### src/rtl/clkdiv_pkg.sv
package clkdiv_pkg;

   // Boot option encodings, slowest to fastest.
   typedef enum logic [1:0] {
      BOOT_SLOW8 = 2'b00,
      BOOT_SLOW4 = 2'b01,
      BOOT_SLOW2 = 2'b10,
      BOOT_FAST  = 2'b11
   } boot_sel_e;

   // Core field reset value: all-ones option gives divide-by-1.
   // Each step down in the option value doubles the ratio.
   function automatic int unsigned boot_core_field(input int unsigned sel,
                                                   input int unsigned sel_w);
      int unsigned top_sel;
      top_sel = (1 << sel_w) - 1;
      return (1 << (top_sel - sel)) - 1;
   endfunction

endpackage

### src/rtl/clkdiv_cfg.sv
module clkdiv_cfg #(
   parameter int CORE_W   = 4,
   parameter int BUS_W    = 3,
   parameter int BOOT_W   = 2,
   parameter int BUS_RST  = 1,
   parameter int CORE_LSB = 0,
   parameter int BUS_LSB  = 4,
   parameter int REG_W    = 7,
   parameter bit LOCK_EN  = 1'b1
) (
   input  logic              clk,
   input  logic              rst_n,
   input  logic [BOOT_W-1:0] boot_opt,
   input  logic              lp_run,
   input  logic              wr_en,
   input  logic [REG_W-1:0]  wr_data,
   output logic [CORE_W-1:0] core_div,
   output logic [BUS_W-1:0]  bus_div,
   output logic [CORE_W-1:0] boot_core,
   output logic [BUS_W-1:0]  boot_bus
);

   logic wr_ok;

   generate
      if (LOCK_EN) begin : g_lock
         assign wr_ok = wr_en & ~lp_run;
      end else begin : g_nolock
         logic unused_lp;
         assign unused_lp = lp_run;
         assign wr_ok = wr_en;
      end
   endgenerate

   always_comb begin
      boot_core = CORE_W'(clkdiv_pkg::boot_core_field(int'(boot_opt), BOOT_W));
      boot_bus  = BUS_W'(BUS_RST);
   end

   always_ff @(posedge clk) begin
      if (!rst_n) begin
         core_div <= boot_core;
         bus_div  <= boot_bus;
      end else if (wr_ok) begin
         core_div <= wr_data[CORE_LSB +: CORE_W];
         bus_div  <= wr_data[BUS_LSB +: BUS_W];
      end
   end

   // an accepted write lands in both fields on the next cycle
   assert_write_lands_R6: assert property (@(posedge clk) disable iff (!rst_n)
      (wr_en && !lp_run) |=> (core_div == $past(wr_data[CORE_LSB +: CORE_W]) &&
                              bus_div  == $past(wr_data[BUS_LSB +: BUS_W])));

   // fields frozen while low-power run holds
   assert_lock_holds_R7: assert property (@(posedge clk) disable iff (!rst_n)
      (lp_run && LOCK_EN) |=> ($stable(core_div) && $stable(bus_div)));

endmodule

### src/rtl/clkdiv_stage.sv
module clkdiv_stage #(
   parameter int W = 4
) (
   input  logic         clk,
   input  logic         rst_n,
   input  logic         adv,
   input  logic [W-1:0] div_next,
   input  logic [W-1:0] div_boot,
   output logic         tick_o
);

   logic [W-1:0] cnt;
   logic [W-1:0] act;
   logic         term;

   assign term   = (cnt == act);
   assign tick_o = rst_n & adv & term;

   always_ff @(posedge clk) begin
      if (!rst_n) begin
         cnt <= '0;
         act <= div_boot;
      end else if (adv) begin
         if (term) begin
            cnt <= '0;
            act <= div_next;
         end else begin
            cnt <= cnt + 1'b1;
         end
      end
   end

   // counter never passes the active terminal value
   assert_cnt_bound_R8: assert property (@(posedge clk) disable iff (!rst_n)
      cnt <= act);

   // a pulse is followed by a gap unless the new ratio is divide-by-1
   assert_single_pulse_R8: assert property (@(posedge clk) disable iff (!rst_n)
      tick_o |=> (!tick_o || act == '0));

   // the active ratio changes only at a period boundary
   assert_ratio_hold_R10: assert property (@(posedge clk) disable iff (!rst_n)
      (adv && !term) |=> $stable(act));

endmodule

### src/rtl/clkdiv_boot.sv
module clkdiv_boot #(
   parameter int CORE_W  = 4,
   parameter int BUS_W   = 3,
   parameter int BOOT_W  = 2,
   parameter int BUS_RST = 1,
   parameter bit LOCK_EN = 1'b1,
   localparam int CORE_LSB = 0,
   localparam int BUS_LSB  = CORE_W,
   localparam int REG_W    = CORE_W + BUS_W
) (
   input  logic              clk,
   input  logic              rst_n,
   input  logic [BOOT_W-1:0] boot_opt,
   input  logic              lp_run,
   input  logic              wr_en,
   input  logic [REG_W-1:0]  wr_data,
   output logic [REG_W-1:0]  rd_data,
   output logic              core_ce,
   output logic              bus_ce
);

   localparam int SLOWEST = (1 << ((1 << BOOT_W) - 1)) - 1;

   generate
      if ((SLOWEST >> CORE_W) != 0) begin : g_bad_core_w
         $error("core field too narrow for slowest boot ratio");
      end
      if ((BUS_RST >> BUS_W) != 0) begin : g_bad_bus_rst
         $error("bus reset value does not fit bus field");
      end
   endgenerate

   logic [CORE_W-1:0] core_div, boot_core;
   logic [BUS_W-1:0]  bus_div, boot_bus;
   logic              core_tick;

   clkdiv_cfg #(
      .CORE_W(CORE_W), .BUS_W(BUS_W), .BOOT_W(BOOT_W), .BUS_RST(BUS_RST),
      .CORE_LSB(CORE_LSB), .BUS_LSB(BUS_LSB), .REG_W(REG_W), .LOCK_EN(LOCK_EN)
   ) u_cfg (
      .clk(clk), .rst_n(rst_n), .boot_opt(boot_opt), .lp_run(lp_run),
      .wr_en(wr_en), .wr_data(wr_data), .core_div(core_div), .bus_div(bus_div),
      .boot_core(boot_core), .boot_bus(boot_bus)
   );

   clkdiv_stage #(.W(CORE_W)) u_core (
      .clk(clk), .rst_n(rst_n), .adv(1'b1), .div_next(core_div),
      .div_boot(boot_core), .tick_o(core_tick)
   );

   clkdiv_stage #(.W(BUS_W)) u_bus (
      .clk(clk), .rst_n(rst_n), .adv(core_tick), .div_next(bus_div),
      .div_boot(boot_bus), .tick_o(bus_ce)
   );

   assign core_ce = core_tick;

   always_comb begin
      rd_data = '0;
      rd_data[CORE_LSB +: CORE_W] = core_div;
      rd_data[BUS_LSB +: BUS_W]   = bus_div;
   end

   // bus enable only ever coincides with a core enable
   assert_cascade_R9: assert property (@(posedge clk) disable iff (!rst_n)
      bus_ce |-> core_ce);

endmodule

### config.mk
export PLATFORM = sky130hd
export DESIGN_NAME = clkdiv_boot
export DESIGN_NICKNAME = d
export VERILOG_FILES = /design/src/rtl/clkdiv_pkg.sv /design/src/rtl/clkdiv_cfg.sv /design/src/rtl/clkdiv_stage.sv /design/src/rtl/clkdiv_boot.sv
export SDC_FILE = /design/constraint.sdc
export NUM_CORES = 1
export LEC_CHECK = 0
export BUFFER_PORTS_ARGS = -buffer_cell sky130_fd_sc_hd__buf_2
export CAP_MARGIN = 20
export CORE_MARGIN = 4
export CORE_UTILIZATION = 50
export CTS_CLUSTER_SIZE = 16
export DETAILED_ROUTE_END_ITERATION = 16
export GPL_ROUTABILITY_DRIVEN = 0
export GPL_TIMING_DRIVEN = 1
export PLACE_DENSITY = 0.73
export REMOVE_ABC_BUFFERS = 1
export SLEW_MARGIN = 20
export SYNTH_ARGS = -nofsm -noshare
export SYNTH_HDL_FRONTEND = slang
export SYNTH_HIERARCHICAL = 1
export SYNTH_SLANG_ARGS = --single-unit
export TNS_END_PERCENT = 1
### constraint.sdc
create_clock -name clk -period 3.38 [get_ports clk]
set_clock_uncertainty 0.2 [all_clocks]
set_input_delay 0.338 -clock clk [delete_from_list [all_inputs] [get_ports clk]]
set_output_delay 0.338 -clock clk [all_outputs]
set_load 0.05 [all_outputs]
==> impl_results.md <==
* Status: finished, final reports clean
* Initial antenna violation count at 0
* Final Cycle Share at 80.57%
* Worst r2r src: u_core/act[2]$_DFFE_PP_
* Global-route wire length before repair at 3249 um
* Die width at 55.75 um
* Fillers at 178
* Wire length per cell at 11.94 um
* Setup TNS at 0 ns
* Hold Vio Cnt, Final at 0
* Final wirelength at 1755 um
* Critical-path cell list: xor2_1 -> nor4b_4 -> and3_1 -> and3_2 -> buf_2
* Mapped cell area at 1140 um2
* Max VDD drop at 270.7 uV
* GRT Resource Usage Total at 12.77%
* Layout cells sized above 1 at 36.13%
* Vias at 743
* Chip Height at 55.75 um
* Via density at 5.054
* Synth Register Bits at 21
* Clock-pin slew on the worst setup and hold paths at 0.12 ns
* PnR worst setup slack at 0.6567 ns
* Min Tclk post-route at 2.723 ns
* Num rows at 17
* Count of pins over their slew limit at 0
* CP required at 2.84 ns
* Crit path to: bus_ce
* Number of global-route vias before repair at 817
* Remaining DRCs at 0
* Path depth of the worst reg2reg path at 5
* Design area at 1260 um2
* Max Fclk at 367.2 MHz
* Commonest non-fill, non-tap cell in the layout: buf_2
* Number of flops mapped to enable cells by yosys at 11
* CP startpoint kind: register
* ANT cells at 0
* Iteration-0 DRC Markers at 6
* Critical-path top delay cell: nor4b_4
* Pin count of the biggest net entering global routing at 24
* Grt ovf at 0
* CTS sink count at 21
* R2r endpoint: u_bus/cnt[2]$_SDFFE_PN0P_
* Total power at 0.0005248 W
* Most frequent cells in the layout: buf_2 (21), edfxtp_1 (11), dfxtp_1 (10)
* Top_reg_cell synth: edfxtp_1
* Internal Dissipation at 0.0003712 W
* Data arrival, critical path at 2.19 ns
* Syn Area/Cell at 11.40 um2
* Crit Path Category: register to output port
* Yosys cell types at 38
* Starting Density at 52.03%
* Buffers & Inverters on Critical Path at 1
* Number of antenna-violating nets in the routed design at 0
* Reg2reg setup slack at 1.27 ns
* Nets@finish at 135
* WP depth at 5
* Seq pwr share at 57.4%
* Ys Warns at 6
* Power Density at 416.6 nW/um2
* Buffer depth of the longest clock path at 2
* CP max stage delay at 0.41 ns
* Die area at 3108 um2
* Post-Synthesis Cells at 100
* Switching Fraction at 29.28%
* Critical Path Fanout Max at 10
* Post-cts resize count at 0
* Num CTS Buffers at 3
* Total core area at 2191 um2
* H-tree depth at 1
* Final number of setup-violating endpoints at 0
* Delay-heaviest family, CP: simple AND/OR/NAND/NOR gates
* Post-CTS Setup Inserts at 0
* WHS at 0.07918 ns
* 1st-pass router iterations at 4
* Clock power share at 22.6%
* Post-synthesis sequential area ratio at 46.54%
* Area grow syn2layout at 10.54%
* Net switching power at 0.0001537 W
* Placed Area at 1232 um2
* Hold-fix buffers, CTS at 0
* Worst-skew pair later-pin latency at 0.30 ns
* I/O pin total at 22
* Comb power frac at 20.0%
* Buffers on Ports at 21
* CTS Root Cell: clkbuf_4
* Max-cap violations at 0
* Post-synth ARST share at 0%
* Worst min path class: input pin to register
* RSZ-0062 raised after global routing: no
* Pleak at 0.5374 nW
* CP startpoint: u_core/act[2]$_DFFE_PP_
* Setup WS pre-CTS at 1.001 ns
* Detailed placer's ending HPWL at 1358 um
* Crit path capture type: output port
* CTS tree: done
## Yosys cell counts, types with 2 or more instances
cell | n | area, um2
o31ai_1 | 2 | 15.01
nand2b_1 | 2 | 12.51
xnor2_1 | 3 | 26.28
buf_4 | 4 | 30.03
dfxtp_1 | 10 | 200.2
a211oi_1 | 4 | 30.03
nand2_1 | 9 | 33.78
edfxtp_1 | 11 | 330.3
mux2i_1 | 3 | 30.03
xor2_1 | 6 | 52.55
mux2_2 | 8 | 90.09
nor4_1 | 2 | 12.51
ha_1 | 2 | 25.02
and3_2 | 2 | 15.01
conb_1 | 3 | 11.26
buf_2 | 2 | 10.01
a21o_2 | 2 | 17.52
inv_1 | 5 | 18.77
## layout make-up
class                      instances  area [um2]  share of cell area, %
clock buffer                       3       22.52                  1.787
clock inverter                     1       5.005                 0.3972
inverter                           5       18.77                  1.490
multi-input combinational         68       543.0                  43.10
sequential                        21       530.5                  42.11
tap                               28       35.03                  2.781
timing repair buffer              21       105.1                  8.342
## routing by layer
layer | track usage (%) | share of wire (%) | vias up
met4 | 5.208 | 0.97 | 0
met1 | 15.77 | 48 | 336
met3 | 3.016 | 5.5 | 2
met2 | 21.28 | 45 | 19
li1 | - | - | 386
met5 | 0 | 0 | -
## sequential cells by signal (all words and copies together), names as in the netlist, named ones only
| signal | count |
|---|---|
| u_core/cnt | 4 |
| u_bus/act | 3 |
| u_core/act | 4 |
| u_cfg/core_div | 3 |
| u_bus/cnt | 3 |
| u_cfg/bus_div | 3 |
## tightest hold or removal path, cell delays in order
cell and delay, ns:
buf_2 0.09, nand2_1 0.05, mux2i_1 0.05
## power by group through the flow
| stage | combinational, W | clock, W | sequential, W |
|---|---|---|---|
| final | 0.000105 | 0.000118 | 0.000301 |
| after global routing | 0.000114 | 0.000136 | 0.000305 |
| after CTS | 0.000105 | 0.000122 | 0.000302 |
| after detailed placement | 0.000104 | 0 | 0.000307 |
| after global placement | 0.000102 | 0 | 0.000306 |
| after floorplan | 0.0000523 | 0 | 0.000331 |
## logic make-up after synthesis
kind of cell    share of synthesized area (%)
simple gates                            13.94
flops                                   46.54
compound gates                          9.659
buf+inv                                 6.476
mux                                     11.86
xor+xnor                                8.343
other cells                            0.9879
fa+ha+maj                               2.195
## metrics by stage
step,cells,utilization [%]
detailed placement,143,56.25
floorplan,94,-
CTS,147,57.51
global placement,143,56.25
finish,147,57.51
global route,147,57.51
## worst min path at each step
stage	start	end	depth (start not counted)
after floorplan	rst_n	u_cfg/bus_div[0]$_SDFFE_PN1P_	1
after global placement	u_cfg/bus_div[1]$_SDFFE_PN0P_	u_cfg/bus_div[1]$_SDFFE_PN0P_	2
after detailed placement	u_cfg/bus_div[1]$_SDFFE_PN0P_	u_cfg/bus_div[1]$_SDFFE_PN0P_	2
after CTS	wr_data[6]	u_cfg/bus_div[2]$_SDFFE_PN0P_	3
after global routing	wr_data[6]	u_cfg/bus_div[2]$_SDFFE_PN0P_	3
final	wr_data[5]	u_cfg/bus_div[1]$_SDFFE_PN0P_	3
No activity file was read; power rests on OpenSTA's default activity.
